File: config.mk
export PLATFORM = sky130hd
export DESIGN_NAME = i2c_rstart_seq
export DESIGN_NICKNAME = d
export VERILOG_FILES = /design/src/rtl/i2c_rs_pkg.sv /design/src/rtl/rs_brg.sv /design/src/rtl/rs_regs.sv /design/src/rtl/rs_fsm.sv /design/src/rtl/i2c_rstart_seq.sv
export SDC_FILE = /design/constraint.sdc
export NUM_CORES = 1
export LEC_CHECK = 0
export BUFFER_PORTS_ARGS = -buffer_cell sky130_fd_sc_hd__buf_2
export CORE_MARGIN = 2
export CORE_UTILIZATION = 50
export CTS_CLUSTER_SIZE = 12
export DETAILED_ROUTE_END_ITERATION = 10
export PLACE_DENSITY = 0.79
export SETUP_SLACK_MARGIN = 0.1
export SYNTH_ARGS = -nofsm -noshare
export SYNTH_HDL_FRONTEND = slang
export SYNTH_SLANG_ARGS = --single-unit
File: constraint.sdc
create_clock -name clk -period 2.6 [get_ports clk]
set_input_delay 0.39 -clock clk [delete_from_list [all_inputs] [get_ports clk]]
set_output_delay 0.39 -clock clk [all_outputs]
set_load 0.02 [all_outputs]
File: src/rtl/i2c_rs_pkg.sv
package i2c_rs_pkg;
  typedef enum logic [2:0] {
    ST_IDLE,
    ST_PARK,
    ST_SDA_REL,
    ST_SCL_REL,
    ST_SDA_LOW,
    ST_HELD
  } rs_state_t;

  localparam logic [1:0] ADDR_CTRL   = 2'd0;
  localparam logic [1:0] ADDR_TXBUF  = 2'd1;
  localparam logic [1:0] ADDR_STATUS = 2'd2;

  localparam int FLAG_START = 0;
  localparam int FLAG_IRQ   = 1;
  localparam int FLAG_WCOL  = 2;
  localparam int NUM_FLAGS  = 3;
endpackage

File: src/rtl/rs_brg.sv
module rs_brg #(
  parameter int RW = 8
) (
  input  logic          clk,
  input  logic          rst,
  input  logic          run,
  input  logic          hold,
  input  logic [RW-1:0] reload,
  output logic          tick
);
  logic [RW-1:0] cnt_q;

  always_ff @(posedge clk) begin
    if (rst) begin
      cnt_q <= '0;
    end else if (!run) begin
      cnt_q <= reload;
    end else if (!hold) begin
      cnt_q <= (cnt_q == '0) ? reload : cnt_q - 1'b1;
    end
  end

  assign tick = run && !hold && (cnt_q == '0);
endmodule

File: src/rtl/rs_regs.sv
module rs_regs
  import i2c_rs_pkg::*;
#(
  parameter int DW = 8
) (
  input  logic          clk,
  input  logic          rst,
  input  logic          wr_en,
  input  logic [1:0]    wr_addr,
  input  logic [DW-1:0] wr_data,
  input  logic          busy,
  input  logic          done,
  input  logic          tx_ready,
  output logic [DW-1:0] ctrl_q,
  output logic [NUM_FLAGS-1:0] flags_q,
  output logic          tx_valid,
  output logic [DW-1:0] tx_data
);
  localparam int LOCKED_BITS = 5;

  logic wr_ctrl, wr_tx, wr_stat, tx_collide;
  logic [NUM_FLAGS-1:0] flag_set;

  assign wr_ctrl    = wr_en && (wr_addr == ADDR_CTRL);
  assign wr_tx      = wr_en && (wr_addr == ADDR_TXBUF);
  assign wr_stat    = wr_en && (wr_addr == ADDR_STATUS);
  assign tx_collide = wr_tx && (busy || tx_valid);

  always_ff @(posedge clk) begin
    if (rst) begin
      ctrl_q <= '0;
    end else begin
      if (wr_ctrl) begin
        ctrl_q[DW-1:LOCKED_BITS] <= wr_data[DW-1:LOCKED_BITS];
        if (!busy) ctrl_q[LOCKED_BITS-1:0] <= wr_data[LOCKED_BITS-1:0];
      end
      if (done) ctrl_q[0] <= 1'b0;
    end
  end

  always_ff @(posedge clk) begin
    if (rst) begin
      tx_valid <= 1'b0;
      tx_data  <= '0;
    end else if (wr_tx && !tx_collide) begin
      tx_valid <= 1'b1;
      tx_data  <= wr_data;
    end else if (tx_valid && tx_ready) begin
      tx_valid <= 1'b0;
    end
  end

  always_comb begin
    flag_set             = '0;
    flag_set[FLAG_START] = done;
    flag_set[FLAG_IRQ]   = done;
    flag_set[FLAG_WCOL]  = tx_collide;
  end

  for (genvar g = 0; g < NUM_FLAGS; g++) begin : g_flag
    always_ff @(posedge clk) begin
      if (rst)               flags_q[g] <= 1'b0;
      else if (flag_set[g])  flags_q[g] <= 1'b1;
      else if (wr_stat && !wr_data[g]) flags_q[g] <= 1'b0;
    end
  end
endmodule

File: src/rtl/rs_fsm.sv
module rs_fsm
  import i2c_rs_pkg::*;
(
  input  logic clk,
  input  logic rst,
  input  logic ninth_fall,
  input  logic rs_req,
  input  logic tick,
  input  logic handoff,
  input  logic scl_in,
  output logic sda_oe,
  output logic scl_oe,
  output logic busy,
  output logic hold,
  output logic done
);
  rs_state_t st_q, st_d;

  always_comb begin
    st_d = st_q;
    unique case (st_q)
      ST_IDLE:    if (ninth_fall) st_d = ST_PARK;
      ST_PARK:    if (handoff) st_d = ST_IDLE;
                  else if (rs_req) st_d = ST_SDA_REL;
      ST_SDA_REL: if (tick) st_d = ST_SCL_REL;
      ST_SCL_REL: if (tick) st_d = ST_SDA_LOW;
      ST_SDA_LOW: if (tick) st_d = ST_HELD;
      ST_HELD:    if (handoff) st_d = ST_IDLE;
      default:    st_d = ST_IDLE;
    endcase
  end

  always_ff @(posedge clk) begin
    if (rst) st_q <= ST_IDLE;
    else     st_q <= st_d;
  end

  always_comb begin
    sda_oe = 1'b0;
    scl_oe = 1'b0;
    unique case (st_q)
      ST_PARK:    begin sda_oe = 1'b1; scl_oe = 1'b1; end
      ST_SDA_REL: scl_oe = 1'b1;
      ST_SDA_LOW: sda_oe = 1'b1;
      ST_HELD:    sda_oe = 1'b1;
      default:    ;
    endcase
  end

  assign busy = (st_q == ST_SDA_REL) || (st_q == ST_SCL_REL) || (st_q == ST_SDA_LOW);
  assign hold = ((st_q == ST_SCL_REL) || (st_q == ST_SDA_LOW)) && !scl_in;
  assign done = (st_q == ST_SDA_LOW) && tick;
endmodule

File: src/rtl/i2c_rstart_seq.sv
module i2c_rstart_seq
  import i2c_rs_pkg::*;
#(
  parameter int RW = 8
) (
  input  logic          clk,
  input  logic          rst,
  input  logic          wr_en,
  input  logic [1:0]    wr_addr,
  input  logic [7:0]    wr_data,
  input  logic [RW-1:0] brg_reload,
  input  logic          ninth_fall,
  input  logic          scl_in,
  output logic          sda_oe,
  output logic          scl_oe,
  output logic          busy,
  output logic [7:0]    ctrl_q,
  output logic          start_flag,
  output logic          irq_flag,
  output logic          wcol_flag,
  output logic          tx_valid,
  input  logic          tx_ready,
  output logic [7:0]    tx_data
);
  logic tick, hold, done;
  logic [NUM_FLAGS-1:0] flags;

  rs_fsm u_fsm (
    .clk(clk), .rst(rst), .ninth_fall(ninth_fall), .rs_req(ctrl_q[0]),
    .tick(tick), .handoff(tx_valid && tx_ready), .scl_in(scl_in),
    .sda_oe(sda_oe), .scl_oe(scl_oe), .busy(busy), .hold(hold), .done(done)
  );

  rs_brg #(.RW(RW)) u_brg (
    .clk(clk), .rst(rst), .run(busy), .hold(hold), .reload(brg_reload), .tick(tick)
  );

  rs_regs #(.DW(8)) u_regs (
    .clk(clk), .rst(rst), .wr_en(wr_en), .wr_addr(wr_addr), .wr_data(wr_data),
    .busy(busy), .done(done), .tx_ready(tx_ready), .ctrl_q(ctrl_q),
    .flags_q(flags), .tx_valid(tx_valid), .tx_data(tx_data)
  );

  assign start_flag = flags[FLAG_START];
  assign irq_flag   = flags[FLAG_IRQ];
  assign wcol_flag  = flags[FLAG_WCOL];
endmodule

==> metrics.txt, run 1 <==
status completed; Routed Antenna Nets 0; die height 60.77 um; Net count, final 247; Pre-Repair DR Iteration Count 4; FFs w/ async S/R, synth 0; crit path kind register to register; initial antenna violation count 0; Distinct cells, synth 49; Setup Skew 0.01115 ns; vias in the first global route 1297; Reg2Reg Depth 6; Hold Path Depth 3; Remaining DRCs 0; I/O Buffers 46; Top delay family on crit path compound AO/OA/AOI/OAI gates; setup ws final 0.3868 ns; Yosys Warn Count 0; Synth area leader dfxtp_1; hold buffer count at CTS 0; vias 1506; Area Overhead vs Synth 19.25%; WP data required 2.82 ns; Slew Limit Headroom 0.4844; Detailed Route WL 3769 um; Pleak 0.8408 nW; synthesized cell area 0.001612 mm2; Worst Hold End u_regs.tx_data[6]; number of synthesized flops with an enable pin 0; vias per cell 5.683; RSZ-0062 raised after global routing false; starting DRC count in detailed routing 83; Clock Sinks 31; CTS HTree Levels 2; Crit-path slowest cell or3b_2; DIE WIDTH 60.77 um; pin count of the biggest net entering global routing 21; GR Util met1 0.3080; worst skew pair latency 0.33 ns; Global Route Usage Sum 0.2207; clk root buf clkbuf_4; Setup-failing EPs final 0; CP arrival 2.44 ns; clk buf depth 2; worst slew pin tran 0.7663 ns; share of cells above drive strength 1 0.3167; f_max 0.4518 GHz; Setup TNS 0 ns; synthesized flop and latch total 31; grt met2 use 0.3272; post-layout min period 2.213 ns; post_cts resized 0; postcts setup bufs 0; max-slew violations 0; worst-path fanout max 14; Mapped Cells 176; pwr dens 541.6 mW/mm2; first-pass GRT wire length 5996 um; crit start category register; worst slack at placement 0.4187 ns; Period Utilization, post-route 0.8512; total CTS buffers 5; Worst VDD drop 438.1 uV; CP Capture Type register; grt ovf 0; placer congestion estimate 0.9394; hold path startpoint wr_data[6]; CORE AREA 0.003053 mm2; CP max stage delay 0.49 ns; Routed WL per cell 14.22 um; met3 Use GR 0.06397; R2R Setup Slk 0.39 ns; reg-to-reg startpoint u_brg.cnt_q[0]; Top FF cell, synth dfxtp_1; HP Class input pin to register; Final Hold Viols 0; syn_area_per_cell 9.157 um2; Starting Density 0.5279; Cell Rows 20; hpwl dp 2785 um; Antenna Cells 0; RR Endpoint u_brg.cnt_q[7]; sequential share of the synthesized area 0.3851; Synth Net Count 202; worst-path cell chain inv_1 > ha_1 > or3b_2 > o22ai_4 > mux2_2 > a32o_1; die area 0.003693 mm2; busiest layer in global routing met2; WP buf/inv 1; IO Count 47; clock transition at the registers of the reported paths 0.10 ns; top cells by area, synth dfxtp_1 (39%), mux2i_1 (9.3%), nor2_1 (5.8%); max_cap viols 0; post-synth top area share 0.3851; TritonCTS clock tree built
[stage by stage]
step	std cells	power, mW	hold slack (ns)	util	cell area [um2]
after floorplan	176	0.6358	0.4725	-	1612
after global placement	258	0.6877	0.4608	0.6061	1851
after detailed placement	258	0.6900	0.4736	0.6061	1851
after CTS	265	1.047	0.2885	0.6295	1922
after global routing	265	1.081	0.3140	0.6295	1922
final	265	1.041	0.2986	0.6295	1922
[Yosys cell counts (3+ instances only)]
master / count
o21ai_1: 4
mux2_2: 3
nor2_1: 25
a21oi_1: 9
o21ai_0: 4
nor4_1: 3
nand3b_1: 3
dfxtp_1: 31
nor3b_1: 3
a32o_1: 6
nand2_1: 5
nor3_1: 4
and3_1: 5
buf_6: 3
nand3_1: 3
inv_1: 6
mux2i_1: 15
buf_2: 3
[flip-flops by register name (all words and copies together) (netlist names)]
register	flops
u_regs.ctrl_q	8
u_regs.flags_q	3
u_brg.cnt_q	8
u_regs.tx_data	8
u_fsm.st_q	3
u_regs.tx_valid	1
[power by group]
part	leakage [nW]	internal, mW	switching [mW]
logic	0.549	0.0743	0.0889
clock network	0.0383	0.198	0.162
registers	0.253	0.494	0.0232
total	0.841	0.767	0.274
[placed cells by master, fill, tap and decap left out, drive strengths merged, types with 3 or more instances in the layout]
| master | netlist | routed |
|---|---|---|
| nand2 | 6 | 6 |
| nor4 | 3 | 3 |
| mux2i | 15 | 15 |
| nand3 | 3 | 3 |
| clkbuf | 2 | 6 |
| o21ai | 8 | 8 |
| a21oi | 9 | 9 |
| a32o | 6 | 6 |
| buf | 9 | 49 |
| and3 | 5 | 5 |
| dfxtp | 31 | 31 |
| nor2 | 25 | 25 |
| mux2 | 4 | 4 |
| inv | 6 | 6 |
| nor3 | 4 | 4 |
| nor3b | 4 | 4 |
| nand3b | 3 | 3 |
[worst min-delay path, stage by stage]
cell and delay, ns:
buf_2 0.08, mux2i_1 0.06, nor2_1 0.07
[worst max path at each step]
stage	startpoint	end	slack, ns	depth (start not counted)
floorplan	u_brg.cnt_q[0]	u_brg.cnt_q[2]	0.71	6
global placement	u_brg.cnt_q[0]	u_brg.cnt_q[3]	0.48	6
detailed placement	u_brg.cnt_q[0]	u_brg.cnt_q[7]	0.42	6
CTS	u_brg.cnt_q[0]	u_brg.cnt_q[7]	0.41	6
global route	u_brg.cnt_q[0]	u_brg.cnt_q[7]	0.29	6
finish	u_brg.cnt_q[0]	u_brg.cnt_q[7]	0.39	6
[cells by family after synthesis]
| family | Yosys count | share of synthesized area |
|---|---|---|
| DFF | 31 | 0.3851 |
| buffers and inverters | 17 | 0.06055 |
| adders and majority gates | 2 | 0.01553 |
| muxes | 19 | 0.1234 |
| AOI/OAI and AO/OA | 39 | 0.1832 |
| xor gates and xnor gates | 1 | 0.005436 |
| and+or+nand+nor | 67 | 0.2267 |
[metal layers]
| metal | vias to the layer above | routed length, um |
|---|---|---|
| li1 | 741 | - |
| met1 | 707 | 1780 |
| met2 | 52 | 1676 |
| met3 | 6 | 258 |
| met4 | 0 | 53 |
| met5 | - | 0 |
[area by class of cell]
cell class,count,area (um2)
multi-input cells,128,899.6
clock buffers,6,41.29
repair buffers,49,252.7
clock inverters,1,30.03
inverters,6,22.52
flip-flops and latches,31,620.6
well taps,44,55.05
fillers,285,1131
(Power assumes the default switching activity.)
==> run 2: changes to the inputs <==
- SYNTH_HIERARCHICAL: not set -> 1
==> metrics.txt, run 2 <==
top cells by area, synth dfxtp_1 (36%), mux2i_1 (5.7%), nand4b_1 (5.5%); top cells by count, synth dfxtp_1 (31), nor2_1 (19), o21ai_0 (17), nand4b_1 (11); Setup TNS 0 ns; R2R Setup Slk 0.50 ns; Worst VDD drop 415.1 uV; synthesized flop and latch total 31; Area Overhead vs Synth 19.10%; count of non-filler cells in the finished layout 288; setup ws final 0.4683 ns; Detailed Route WL 3935 um; total CTS buffers 5; grt ovf 0; TritonCTS clock tree built; Period Utilization, post-route 0.8199; HP Class input pin to register; Setup-failing EPs final 0; Crit. Startpoint u_fsm/st_q[2]; worst skew pair latency 0.34 ns; post-route cell area 0.002076 mm2; number of synthesized flops with an enable pin 0; DIE WIDTH 63.04 um; sequential share of the synthesized area 0.3561; worst-path cell chain nor2b_4 > inv_1 > o21ai_1 > buf_4 > buf_2; CTS HTree Levels 2; Synth area leader dfxtp_1; clk buf depth 2; hpwl dp 2857 um; worst slew pin tran 0.6237 ns; worst-path fanout max 19; WP data required 2.21 ns; Mapped Cells 194; CORE AREA 0.003337 mm2; CP max stage delay 0.47 ns; synthesized cell area 0.001743 mm2; fill count 322; I/O Buffers 46; starting DRC count in detailed routing 108; vias 1597; Starting Density 0.5223; post_cts resized 0; worst slack at placement 0.5273 ns; syn_area_per_cell 8.984 um2; post-layout min period 2.132 ns; Pre-Repair DR Iteration Count 4; f_max 0.4691 GHz; Pleak 0.8401 nW; IO Count 47; Top FF cell, synth dfxtp_1; first-pass GRT wire length 6679 um; Final Hold Viols 0; postcts setup bufs 0; hold buffer count at CTS 0; most frequent cells in the layout buf_2 (46), dfxtp_1 (31), nor2_1 (19); reg-to-reg startpoint u_fsm/st_q[2]; Global Route Usage Sum 0.2090; status completed; Fin Hold WS 0.2822 ns; crit start category register; die area 0.003974 mm2; vias per cell 5.545; pwr dens 529.7 mW/mm2; post-synth top area share 0.3561; clock transition at the registers of the reported paths 0.10 ns; Antenna Cells 0; CP arrival 1.74 ns; CP Capture Type primary output; Largest regs u_brg/cnt_q x8, u_regs/ctrl_q x8, u_regs/tx_data x8; Routed Antenna Nets 0; count leader, synth dfxtp_1; Routed WL per cell 13.66 um; commonest non-fill, non-tap cell in the layout buf_2; clk root buf clkbuf_4; Crit-path slowest cell dfxtp_1; die height 63.04 um; Cell Rows 21; Synth Net Count 220; placer congestion estimate 0.8368; pin count of the biggest net entering global routing 40; Setup Skew 0.005691 ns; crit path kind register to primary output; FFs w/ async S/R, synth 0; Remaining DRCs 0; placed cell areas 0.002003 mm2; Net count, final 267; flip-flop and latch area 620.6 um2; RSZ-0062 raised after global routing false; share of cells above drive strength 1 0.3058; vias in the first global route 1474; Pwr Total 1.099 mW; max-slew violations 0; Slew Limit Headroom 0.5842; final core utilization 0.6220; Clock Sinks 31; hold path startpoint brg_reload[3]; Distinct cells, synth 57; footprint of the multi-input gates 0.001027 mm2; Yosys Warn Count 6; max_cap viols 0; Placed Cells incl. Taps 280; initial antenna violation count 0
run 2: cell types whose count changed after synthesis, sizes merged, moves of 4 or more:
cell	delta
a32o	-6
o21ai	+10
nand4b	+11
mux2i	-5
nand2b	+8
nor2	-5
and3	-4
run 2: power by group:
group / total [mW] / switching (mW) / internal, mW
logic: 0.241 / 0.135 / 0.106
registers: 0.523 / 0.0255 / 0.498
clock network: 0.335 / 0.178 / 0.158
run 2: final timing paths:
| kind | to | cells after the start |
|---|---|---|
| worst max-delay path | busy | 5 |
| worst max register to register | u_regs/flags_q[1] | 8 |
| worst min register to register | u_regs/tx_data[4] | 2 |
| worst min-delay path | u_brg/cnt_q[3] | 3 |
run 2: worst max-delay path, delay by kind of cell (launching register included):
kind | cells | cell delay [ns]
AO/OA/AOI/OAI | 1 | 0.14
buffers and inverters | 3 | 0.55
AND/OR/NAND/NOR | 1 | 0.25
flip-flops | 1 | 0.47
run 2: cell type report:
type | instances | area share
Tap cell | 46 | 0.02773
Inverter | 8 | 0.01447
Timing Repair Buffer | 51 | 0.1290
Sequential cell | 31 | 0.2990
Multi-Input combinational cell | 144 | 0.4949
Clock inverter | 1 | 0.003617
Clock buffer | 7 | 0.03134
run 2: cells by family after synthesis:
| family | share of synthesized area |
|---|---|
| AO/OA/AOI/OAI | 0.2075 |
| buffers and inverters | 0.05455 |
| adder cells (fa/ha/maj) | 0.01436 |
| AND/OR/NAND/NOR | 0.2965 |
| flip-flops | 0.3561 |
| multiplexers | 0.06604 |
| XOR/XNOR | 0.005026 |
run 2: layer usage:
| layer | up-vias | global-route usage | wire length, um | share of wire |
|---|---|---|---|---|
| met5 | - | 0 | 0 | 0 |
| met4 | 0 | 0.06667 | 31 | 0.0079 |
| met3 | 5 | 0.05405 | 222 | 0.056 |
| met2 | 40 | 0.3457 | 1827 | 0.46 |
| met1 | 744 | 0.2643 | 1853 | 0.47 |
| li1 | 808 | - | - | - |
